[config.mk]
export PLATFORM = sky130hd
export DESIGN_NAME = sir_phy
export DESIGN_NICKNAME = d
export VERILOG_FILES = /design/src/rtl/sir_pkg.sv /design/src/rtl/sir_tick_gen.sv /design/src/rtl/sir_tx.sv /design/src/rtl/sir_rx.sv /design/src/rtl/sir_phy.sv
export SDC_FILE = /design/constraint.sdc
export NUM_CORES = 1
export LEC_CHECK = 0
export ABC_AREA = 1
export BUFFER_PORTS_ARGS = -buffer_cell sky130_fd_sc_hd__buf_4
export CAP_MARGIN = 30
export CORE_MARGIN = 3
export CORE_UTILIZATION = 55
export CTS_CLUSTER_DIAMETER = 120
export DETAILED_ROUTE_END_ITERATION = 10
export MAX_ROUTING_LAYER = met4
export PLACE_DENSITY_LB_ADDON = 0.12
export SETUP_SLACK_MARGIN = 0.15
export SKIP_CTS_REPAIR_TIMING = 1
export SYNTH_ARGS = -nofsm -noshare
export SYNTH_HDL_FRONTEND = slang
export SYNTH_HIERARCHICAL = 1
export SYNTH_SLANG_ARGS = --single-unit
[constraint.sdc]
create_clock -name clk -period 2.16 [get_ports clk]
set_input_delay 0.108 -clock clk [delete_from_list [all_inputs] [get_ports clk]]
set_output_delay 0.108 -clock clk [all_outputs]
set_load 0.03 [all_outputs]
[src/rtl/sir_pkg.sv]
package sir_pkg;
  localparam int DIV_W    = 6;
  localparam int PW_W     = 5;
  localparam int BYTE_W   = 8;
  localparam int FRAME_LEN = BYTE_W + 2;

  typedef enum logic [1:0] {TX_IDLE, TX_ALIGN, TX_SEND} tx_state_t;

  function automatic logic rate_supported(input logic [DIV_W-1:0] d);
    return (d == 6'd0) || (d == 6'd1) || (d == 6'd2) || (d == 6'd5) || (d == 6'd11);
  endfunction
endpackage

[src/rtl/sir_tick_gen.sv]
module sir_tick_gen #(
  parameter int PRE_SEL0 = 22,
  parameter int PRE_SEL1 = 26,
  parameter int PRE_SEL2 = 30,
  parameter int PRE_SEL3 = 35
) (
  input  logic       clk,
  input  logic       rst_n,
  input  logic       run,
  input  logic [1:0] clk_sel,
  output logic       sub_tick
);
  localparam int PM01 = (PRE_SEL0 > PRE_SEL1) ? PRE_SEL0 : PRE_SEL1;
  localparam int PM23 = (PRE_SEL2 > PRE_SEL3) ? PRE_SEL2 : PRE_SEL3;
  localparam int PMAX = (PM01 > PM23) ? PM01 : PM23;
  localparam int CW   = $clog2(PMAX + 1);

  logic [CW-1:0] cnt, lim;

  always_comb begin
    case (clk_sel)
      2'd0:    lim = CW'(PRE_SEL0 - 1);
      2'd1:    lim = CW'(PRE_SEL1 - 1);
      2'd2:    lim = CW'(PRE_SEL2 - 1);
      default: lim = CW'(PRE_SEL3 - 1);
    endcase
  end

  assign sub_tick = run && (cnt >= lim);

  always_ff @(posedge clk) begin
    if (!rst_n)                cnt <= '0;
    else if (!run || sub_tick) cnt <= '0;
    else                       cnt <= cnt + 1'b1;
  end

  // the prescaler never runs past its limit while enabled
  assert_tick_bound_R2: assert property (@(posedge clk) disable iff (!rst_n)
    (run && $stable(clk_sel) && !sub_tick) |=> (cnt != '0) || !run);
endmodule

[src/rtl/sir_tx.sv]
module sir_tx
  import sir_pkg::*;
#(
  parameter int SUBS = 16,
  parameter int LW   = 11
) (
  input  logic              clk,
  input  logic              rst_n,
  input  logic              run,
  input  logic              sub_tick,
  input  logic [DIV_W-1:0]  div,
  input  logic [PW_W-1:0]   pw,
  input  logic [BYTE_W-1:0] tx_data,
  input  logic              tx_valid,
  output logic              tx_ready,
  output logic              pulse
);
  tx_state_t            st;
  logic [FRAME_LEN-1:0] sh;
  logic [3:0]           bi;
  logic [LW-1:0]        sc, len, wid;
  logic [LW-1:0]        len_n, half_n, wid_n;

  always_comb begin
    len_n  = LW'((int'(div) + 1) * SUBS);
    half_n = len_n >> 1;
    wid_n  = (pw == '0) ? LW'(1) : LW'(pw);
    if (wid_n > half_n) wid_n = half_n;
  end

  assign tx_ready = run && (st == TX_IDLE);
  assign pulse    = (st == TX_SEND) && !sh[0] && (sc < wid);

  always_ff @(posedge clk) begin
    if (!rst_n) begin
      st <= TX_IDLE; sh <= '1; bi <= '0; sc <= '0; len <= '0; wid <= '0;
    end else if (!run) begin
      st <= TX_IDLE; bi <= '0; sc <= '0;
    end else begin
      case (st)
        TX_IDLE: if (tx_valid) begin
          sh  <= {1'b1, tx_data, 1'b0};
          len <= len_n;
          wid <= wid_n;
          st  <= TX_ALIGN;
        end
        TX_ALIGN: if (sub_tick) begin
          st <= TX_SEND; sc <= '0; bi <= '0;
        end
        TX_SEND: if (sub_tick) begin
          if (sc == len - 1'b1) begin
            sc <= '0;
            sh <= {1'b1, sh[FRAME_LEN-1:1]};
            if (bi == 4'(FRAME_LEN - 1)) st <= TX_IDLE;
            else                         bi <= bi + 1'b1;
          end else begin
            sc <= sc + 1'b1;
          end
        end
        default: st <= TX_IDLE;
      endcase
    end
  end

  assert_ready_drop_R7: assert property (@(posedge clk) disable iff (!rst_n)
    (tx_valid && tx_ready) |=> !tx_ready);

  assert_stop_dark_R3: assert property (@(posedge clk) disable iff (!rst_n)
    (st == TX_SEND && bi == 4'(FRAME_LEN - 1)) |-> !pulse);
endmodule

[src/rtl/sir_rx.sv]
module sir_rx
  import sir_pkg::*;
#(
  parameter int SUBS        = 16,
  parameter int LW          = 11,
  parameter int SYNC_STAGES = 2
) (
  input  logic              clk,
  input  logic              rst_n,
  input  logic              run,
  input  logic              sub_tick,
  input  logic              rx_pin,
  input  logic              rx_inv,
  input  logic [DIV_W-1:0]  div,
  input  logic              rx_ready,
  output logic [BYTE_W-1:0] rx_data,
  output logic              rx_valid,
  output logic              rx_frame_err
);
  logic [SYNC_STAGES-1:0] sy;

  genvar g;
  generate
    for (g = 0; g < SYNC_STAGES; g++) begin : g_sync
      if (g == 0) begin : g_first
        always_ff @(posedge clk) begin
          if (!rst_n) sy[0] <= 1'b0;
          else        sy[0] <= rx_pin ^ rx_inv;
        end
      end else begin : g_next
        always_ff @(posedge clk) begin
          if (!rst_n) sy[g] <= 1'b0;
          else        sy[g] <= sy[g-1];
        end
      end
    end
  endgenerate

  logic          lvl_q, busy, seen, edge_now, bit_now;
  logic [LW:0]   cnt, len_n, start_n;
  logic [3:0]    nb;
  logic [BYTE_W-1:0] sh;

  assign len_n    = (LW+1)'((int'(div) + 1) * SUBS);
  assign start_n  = len_n + (len_n >> 1);
  assign edge_now = run && sy[SYNC_STAGES-1] && !lvl_q;
  assign bit_now  = !(seen || edge_now);

  always_ff @(posedge clk) begin
    if (!rst_n) begin
      lvl_q <= 1'b0; busy <= 1'b0; seen <= 1'b0; cnt <= '0; nb <= '0;
      sh <= '0; rx_data <= '0; rx_valid <= 1'b0; rx_frame_err <= 1'b0;
    end else begin
      lvl_q        <= sy[SYNC_STAGES-1];
      rx_frame_err <= 1'b0;
      if (rx_valid && rx_ready) rx_valid <= 1'b0;
      if (!run) begin
        busy <= 1'b0;
      end else if (!busy) begin
        if (edge_now) begin
          busy <= 1'b1; cnt <= start_n; nb <= '0; seen <= 1'b0;
        end
      end else begin
        if (edge_now) seen <= 1'b1;
        if (sub_tick) begin
          if (cnt == (LW+1)'(1)) begin
            seen <= 1'b0;
            cnt  <= len_n;
            if (nb == 4'(BYTE_W)) begin
              busy <= 1'b0;
              if (!bit_now) begin
                rx_frame_err <= 1'b1;
              end else if (!(rx_valid && !rx_ready)) begin
                rx_data  <= sh;
                rx_valid <= 1'b1;
              end
            end else begin
              sh <= {bit_now, sh[BYTE_W-1:1]};
              nb <= nb + 1'b1;
            end
          end else begin
            cnt <= cnt - 1'b1;
          end
        end
      end
    end
  end

  assert_rx_hold_R9: assert property (@(posedge clk) disable iff (!rst_n)
    (rx_valid && !rx_ready) |=> (rx_valid && $stable(rx_data)));

  assert_err_no_byte_R10: assert property (@(posedge clk) disable iff (!rst_n)
    rx_frame_err |-> !$rose(rx_valid));
endmodule

[src/rtl/sir_phy.sv]
module sir_phy
  import sir_pkg::*;
#(
  parameter int         SUBS        = 16,
  parameter int         PRE_SEL0    = 22,
  parameter int         PRE_SEL1    = 26,
  parameter int         PRE_SEL2    = 30,
  parameter int         PRE_SEL3    = 35,
  parameter logic [3:0] CLK_MASK    = 4'b1111,
  parameter int         SYNC_STAGES = 2
) (
  input  logic       clk,
  input  logic       rst_n,
  input  logic       phy_en,
  input  logic [1:0] clk_sel,
  input  logic [5:0] baud_div,
  input  logic [4:0] pulse_width,
  input  logic       tx_led_inv,
  input  logic       rx_led_inv,
  input  logic [7:0] tx_data,
  input  logic       tx_valid,
  output logic       tx_ready,
  output logic [7:0] rx_data,
  output logic       rx_valid,
  input  logic       rx_ready,
  output logic       led_tx,
  input  logic       led_rx,
  output logic       rx_frame_err,
  output logic       cfg_ok,
  output logic       cfg_err
);
  localparam int LW = $clog2((1 << DIV_W) * SUBS + 1);

  logic run, sub_tick, tx_pulse;

  assign cfg_ok  = rate_supported(baud_div) && CLK_MASK[clk_sel];
  assign cfg_err = !cfg_ok;
  assign run     = phy_en && cfg_ok;
  assign led_tx  = tx_pulse ^ tx_led_inv;

  sir_tick_gen #(
    .PRE_SEL0(PRE_SEL0), .PRE_SEL1(PRE_SEL1),
    .PRE_SEL2(PRE_SEL2), .PRE_SEL3(PRE_SEL3)
  ) u_tick (
    .clk(clk), .rst_n(rst_n), .run(run), .clk_sel(clk_sel), .sub_tick(sub_tick)
  );

  sir_tx #(.SUBS(SUBS), .LW(LW)) u_tx (
    .clk(clk), .rst_n(rst_n), .run(run), .sub_tick(sub_tick),
    .div(baud_div), .pw(pulse_width), .tx_data(tx_data),
    .tx_valid(tx_valid), .tx_ready(tx_ready), .pulse(tx_pulse)
  );

  sir_rx #(.SUBS(SUBS), .LW(LW), .SYNC_STAGES(SYNC_STAGES)) u_rx (
    .clk(clk), .rst_n(rst_n), .run(run), .sub_tick(sub_tick),
    .rx_pin(led_rx), .rx_inv(rx_led_inv), .div(baud_div),
    .rx_ready(rx_ready), .rx_data(rx_data), .rx_valid(rx_valid),
    .rx_frame_err(rx_frame_err)
  );

  assert_off_dark_R6: assert property (@(posedge clk) disable iff (!rst_n)
    !run |=> !tx_pulse);

  assert_bad_cfg_idle_R1: assert property (@(posedge clk) disable iff (!rst_n)
    cfg_err |-> !tx_ready);
endmodule

==> results of run 1 <==
state kept, by name, indices dropped and copies added, names as in the netlist:
| signal | flops |
|---|---|
| u_tx/len | 7 |
| u_tx/st | 2 |
| u_rx/sh | 8 |
| u_rx/rx_data | 8 |
| u_rx/rx_frame_err | 1 |
| u_rx/seen | 1 |
| u_rx/lvl_q | 1 |
| u_rx/nb | 4 |
| u_tx/sh | 9 |
| u_tx/sc | 11 |
| u_rx/busy | 1 |
| u_tx/bi | 4 |
| u_rx/rx_valid | 1 |
| u_rx/cnt | 12 |
| u_tick/cnt | 6 |
| u_tx/wid | 10 |
| u_rx/sy | 2 |
worst max-delay path: stages (launching register included):
cell	delay [ns]
dfxtp_2	0.36
inv_2	0.06
ha_4	0.25
inv_2	0.02
nand2_1	0.04
nand2_1	0.05
nand2_1	0.08
nand2_2	0.07
a21boi_4	0.23
inv_2	0.08
nor2_4	0.13
nor2_4	0.09
nor2_8	0.14
nand2_8	0.09
o21ai_1	0.16
nor3b_2	0.19
power by group through the flow:
stage          Sequential [mW]  Clock [mW]  Combinational (mW)
2_1_floorplan             1.68           0               0.248
3_3_place_gp              1.68           0               0.348
3_5_place_dp              1.68           0               0.363
4_1_cts                   1.64        1.02               0.364
5_1_grt                   1.64        1.08               0.455
6_report                  1.64       0.996               0.400
Yosys cell counts, types with 3 or more instances:
library cell	n
nand2_1	163
inv_1	102
dfxtp_1	88
nor2_1	85
nand3_1	68
a21oi_1	49
ha_1	36
o21ai_0	35
xor2_1	17
o21ai_1	15
inv_2	12
nor3_1	12
nand2_2	11
nand2_4	10
nand4_1	10
xnor2_1	9
nor2_4	8
a31oi_1	7
clkbuf_1	7
nor2_2	7
buf_2	6
nand3_2	4
or2_2	4
nor3b_1	3
o211ai_1	3
cell type report:
class	count	area, um2	share of cell area (%)
repair inverters	1	11.3	0.159
clock inverters	5	35.0	0.496
repair buffers	82	669	9.47
flip-flops and latches	88	1790	25.4
clock buffers	10	128	1.81
well taps	133	166	2.35
inverters	120	472	6.67
multi-input cells	584	3790	53.7
metrics by stage:
stage | power, mW | setup TNS, ns | hold WS (ns) | cells | utilization, %
floorplan | 1.92 | 0 | 0.245 | 805 | -
global placement | 2.03 | 0 | 0.347 | 985 | 62.9
detailed placement | 2.04 | -1.82 | 0.350 | 985 | 62.9
CTS | 3.03 | -0.0617 | -0.0379 | 1000 | 64.6
global route | 3.17 | -0.295 | 0.0176 | 1023 | 72.0
finish | 3.03 | 0 | 0.00601 | 1023 | 72.0
routing by layer:
metal	part of all wire, %	up-vias
li1	-	2766
met1	44	2462
met2	50	124
met3	4.1	28
met4	1.9	0
met5	0	-
logic make-up (layout without fill, tap and decap cells):
kind of cell / after synthesis / after routing
buffers and inverters: 136 / 218
flip-flops: 88 / 88
AND/OR/NAND/NOR: 396 / 399
adder cells (fa/ha/maj): 37 / 37
AO/OA/AOI/OAI: 122 / 122
XOR/XNOR: 26 / 26
path summary, 6_finish.rpt:
path,from,end,slack [ns]
worst min register to register,u_tick/cnt[0],u_tick/cnt[0],0.44
worst min-delay path,rx_led_inv,u_rx/sy[0],0.006
worst max register to register,u_tick/cnt[0],u_rx/nb[2],0.04
worst max-delay path,u_tick/cnt[0],u_rx/nb[2],0.04
layout by cell type (no fill, tap or decap), types with 12 or more instances in the layout:
cell     instances
nand2_2         17
nor2_2          13
nand2_4         12
nor2_1          68
ha_1            27
dfxtp_2         13
buf_4           69
o21ai_1         20
nand3_1         64
inv_2           17
a21oi_1         32
xor2_1          17
nand2_1        156
dfxtp_1         71
a21oi_2         18
nor2_4          19
o21ai_0         20
inv_1           95
==> metrics.md, run 1 <==
| Metric | Value |
|---|---|
| Crit Path Category | reg2reg |
| First-pass GRT wire length | about 21 mm |
| GRT Total Usage | between 20% and 30% |
| Clk sinks | around 90 |
| Initial core utilization | roughly 57% |
| Switching power | ~830 uW |
| CTS clk-pin slew, worst paths | about 0.090 ns |
| Post-synthesis simple-gate area fraction | between 30% and 40% |
| Final hold vios | 0 |
| Min cycle time layout | 2.12 ns |
| Fin crit share | between 90% and 100% |
| Mux contribution to synthesized area | 0% |
| Cell Rows | 36 |
| DRT iter0 DRCs | 355 |
| Crit. End Element | flip-flop |
| Final Instance Area | ~7100 um2 |
| Total gr overflow | 0 |
| Largest family of logic cells by synthesized area | simple AND/OR/NAND/NOR gates |
| H-tree depth reported by CTS | 3 |
| Async S/R FF share, synth | 0% |
| Sequential power share | between 50 and 60% |
| Drt pass-1 iters | 4 |
| Setup Skew | 0.00633 ns |
| Die X | around 110 um |
| Inserted Diodes | 0 |
| Least-Margin Pin Slew | ~0.56 ns |
| Floorplan die height | roughly 110 um |
| Compound-cell area share of the yosys netlist | roughly an eighth |
| Post-synthesis average cell area | 6.96 um2 |
| Largest net degree at the start of global routing | 36 |
| Routed WL | ~14 mm |
| Hold Crit Class | in2reg |
| Later-pin clock latency in the skew report | ~0.36 ns |
| Share of layout cells above drive strength 1 | between 30% and 40% |
| RSZ-0062 raised after global routing | true |
| Dpl hpwl | 9.42 mm |
| Final setup viols | 0 |
| Placed cell areas | about 6200 um2 |
| Place WS | -0.110 ns |
| Vias | around 5400 |
| CP startpoint kind | flip-flop |
| CTS tree | built |
| Adder-cell share of the synthesized area | between 8 and 9% |
| Clk root buf | clkbuf_8 |
| TritonCTS buffer count | 9 |
| Worst setup margin | 0.0431 ns |
| Post-Synth XOR/XNOR Area | about 4% |
| Top cell type by total area after synthesis | dfxtp_1 |
| Number of flops mapped to enable cells by yosys | 0 |
| Vias in the first global route | about 4800 |
| DR WL/cell | approximately 13 um |
| Slew HR | around 63% |
| Hold depth | 3 |
| Count of different cell masters after synthesis | 52 |
| Clock Power Share | around a third |
| Total core area | 9820 um2 |
| DRC viols | 0 |
| Global placer's final weighted congestion | 0.906 |
| Worst-path maximum fanout | 8 |
| Synth top area share | 31.5% |
| MaxCap Viol Count | 0 |
| Worst path arrival time | between 2 and 2.5 ns |
| Logic pwr share | a little over an eighth |
| Busiest layer in global routing | met2 |
| Synth Cell Area | between 5000 and 6000 um2 |
| Synth Instances | about 810 |
| Global routing usage on met1 | about 28% |
| Final Net Count | approximately 950 |
| Outcome | complete, no violations |
| P_leak | between 3 and 4 nW |
| Clock Tree Buf Depth | 2 |
| PD cells | between 400 and 500 nW/um2 |
| Sw frac | a little over a quarter |
| Syn_nets | just under 900 |
| M3 GR Usage | 3.25% |
| Antenna violations before repair | 0 |
| VDD IR max | between 0.2 and 0.25 mV |
| Filler instances | between 700 and 800 |
| Seq/Total Area, Yosys | roughly a third |
| Layout area overhead | 26.2% |
| Worst r2r path cells | 15 |
| Most common flop cell mapped by yosys | dfxtp_1 |
| Antenna-violating nets left | 0 |
| Io pins | 43 |
| Final Max Slew Viols | 0 |
| Fmax | ~0.47 GHz |
| Area contributors post-synth | dfxtp_1 31%, nand2_1 11%, ha_1 8.0%, inv_1 6.8%, nand3_1 6.1% |
| Die area | around 11000 um2 |
| PortBufs | between 40 and 50 |
| #FFs+latches synth | slightly below 90 |
| GR Layer Usage met2 | 38.8% |
| Worst EP required | about 2.4 ns |
| Internal power | 2.20 mW |
| Vias per cell | ~5.3 |
| Total of warnings raised by yosys | 6 |
Power figures use the tool's default switching activity.
==> run 2: changes to the inputs <==
--- a/config.mk
+++ b/config.mk
@@ -12,7 +12,6 @@
 export CORE_UTILIZATION = 55
 export CTS_CLUSTER_DIAMETER = 120
 export DETAILED_ROUTE_END_ITERATION = 10
-export MAX_ROUTING_LAYER = met4
 export PLACE_DENSITY_LB_ADDON = 0.12
 export SETUP_SLACK_MARGIN = 0.15
 export SKIP_CTS_REPAIR_TIMING = 1
==> run 2 against run 1 <==
- non-clock buffer count is 6 higher
- first-iteration DRC count grew 7.6%
- routed wire length up 5.9%
- critical endpoint is now led_tx
- power grew 11%
- count of clock-buffer cells in the layout is 1 lower
- clock power is 32% higher
- register-to-register slack improved by 0.06 ns
- utilization rose by 2.6 points
- sequential share of layout area decreased by 0.83 points
- critical path depth is 7 lower
- cell count rose by 0.68%
- via count grew 2.6%
==> metrics.md, run 2 (synthesized netlist as in run 1, its figures left out) <==
| Metric | Value |
|---|---|
| DR WL/cell | roughly 14 um |
| Global placer's final weighted congestion | about 0.89 |
| Dpl hpwl | 9.47 mm |
| Largest registers | u_rx/cnt: 12 flops, u_tx/sc: 11 flops, u_tx/wid: 10 flops |
| P_leak | between 3 and 4 nW |
| Vias in the first global route | roughly 4900 |
| GRT Total Usage | ~23% |
| Vias | approximately 5500 |
| Clock Tree Buf Depth | 2 |
| Critical path's largest stage delay | ~0.37 ns |
| VDD IR max | roughly 0.28 mV |
| Later-pin clock latency in the skew report | 0.38 ns |
| Inserted Diodes | 0 |
| Worst-path maximum fanout | 3 |
| Least-Margin Pin Slew | roughly 0.60 ns |
| Fmax | 0.474 GHz |
| Reg with most FFs | u_rx/cnt |
| Final Instance Area | approximately 7300 um2 |
| Die X | approximately 110 um |
| Most frequent cells in the layout | 153 x nand2_1, 93 x inv_1, 73 x buf_4 |
| Worst path arrival time | roughly 2.0 ns |
| H-tree depth reported by CTS | 3 |
| Final Total Pwr | approximately 3.4 mW |
| Share of layout cells above drive strength 1 | ~33% |
| Crit Path Category | reg2out |
| Hold Crit Class | in2reg |
| PortBufs | 42 |
| Outcome | complete, no violations |
| CTS tree | built |
| Layout area overhead | 30.9% |
| DRT iter0 DRCs | approximately 380 |
| R2r startpoint | u_tick/cnt[0] |
| Max reg flops | 12 |
| Min cycle time layout | around 2.1 ns |
| Filler instances | 746 |
| Sequential power share | between 40% and 50% |
| Critical-path cell list | ha_4 > a21oi_2 > o21ai_1 > nand2_1 > o2111ai_4 > nor3_2 > xor2_1 > buf_4 |
| Floorplan die height | around 110 um |
| Fin crit share | between 90 and 100% |
| Logic pwr share | between 10% and 20% |
| Worst path slowest cell | dfxtp_4 |
| Drt pass-1 iters | 7 |
| Crit. Startpoint | u_tx/sc[4] |
| Final Net Count | 958 |
| Initial core utilization | 57.0% |
| Setup Skew | 0.0112 ns |
| Clock Power Share | between 30 and 40% |
| PD cells | 458 nW/um2 |
| Die area | about 11000 um2 |
| Final setup viols | 0 |
| Clk root buf | clkbuf_8 |
| Crit. End Element | output pin |
| Clk sinks | just under 90 |
| Fin util | 74.6% |
| Final hold vios | 0 |
| DRC viols | 0 |
| Routed WL | ~14 mm |
| Finished Layout Cells | 1030 |
| Vias per cell | about 5.4 |
| TritonCTS buffer count | 9 |
| First-pass GRT wire length | approximately 22 mm |
| Most common cell after layout, fill and taps aside | nand2_1 |
| Dpl cells | ~980 |
| Placed cell areas | 6160 um2 |
| Cell Rows | 36 |
| CTS clk-pin slew, worst paths | roughly 0.09 ns |
| Io pins | 43 |
| CP startpoint kind | flip-flop |
| Setup tns final | 0 ns |
| Internal power | roughly 2.5 mW |
| RSZ-0062 raised after global routing | true |
| Antenna-violating nets left | 0 |
| Largest net degree at the start of global routing | 37 |
| Total core area | between 9000 and 10000 um2 |
| Min-delay src | tx_data[7] |
| MaxCap Viol Count | 0 |
| Worst EP required | 2.05 ns |
| Sw frac | a little over a quarter |
| Total gr overflow | 0 |
| Antenna violations before repair | 0 |
| Final Max Slew Viols | 0 |
| Switching power | around 900 uW |
| Slew HR | between 50 and 60% |
[run 2: cell count changes in the layout (fill, tap and decap cells not counted), sizes merged]
cell / delta
buf: +4
bufinv: +2
clkinv: -2
dlygate4sd3: +2
inv: +2
clkbuf: -1
[run 2: per-layer routing]
metal	vias up	global-route usage, %	wire length [um]
met5	-	0	0
li1	2777	-	-
met1	2554	28.9	6290
met4	0	6.85	352
met2	153	39.6	7230
met3	35	4.94	620
[run 2: critical path: cells and delay by family, from the launching register on]
kind / cells / cell delay, ns
adders and majority gates: 1 / 0.24
AOI/OAI and AO/OA: 3 / 0.34
DFF: 1 / 0.37
buffers and inverters: 1 / 0.17
and+or+nand+nor: 2 / 0.34
xor gates and xnor gates: 1 / 0.15
[run 2: area by class of cell]
class	count	area, um2	share of cell area [%]
flip-flops and latches	88	1800	24.5
inverters	120	477	6.51
clock inverters	7	103	1.40
repair buffers	88	728	9.94
repair inverters	1	11.3	0.154
multi-input cells	584	3920	53.5
clock buffers	9	124	1.69
well taps	133	166	2.27
[run 2: power by group through the flow]
stage	combinational, mW	clock [mW]	sequential [mW]
after detailed placement	0.363	0	1.68
after CTS	0.365	1.34	1.64
after global routing	0.462	1.40	1.64
final	0.407	1.31	1.64
after floorplan	0.248	0	1.68
after global placement	0.348	0	1.68
[run 2: per-stage QoR]
step                      hold slack (ns)  setup slack [ns]
final                              0.0584            0.0524
after global placement              0.348          -0.00576
after CTS                         -0.0461           -0.0877
after global routing               0.0768           -0.0879
after detailed placement            0.350           -0.0681
after floorplan                     0.245             0.144
[run 2: path summary, 6_finish.rpt]
check,cells past startpoint,slack [ns],endpoint
max,8,0.05,led_tx
min,4,0.06,u_tx/sh[8]
max reg2reg,15,0.10,u_rx/nb[2]
min reg2reg,2,0.43,u_rx/sy[1]
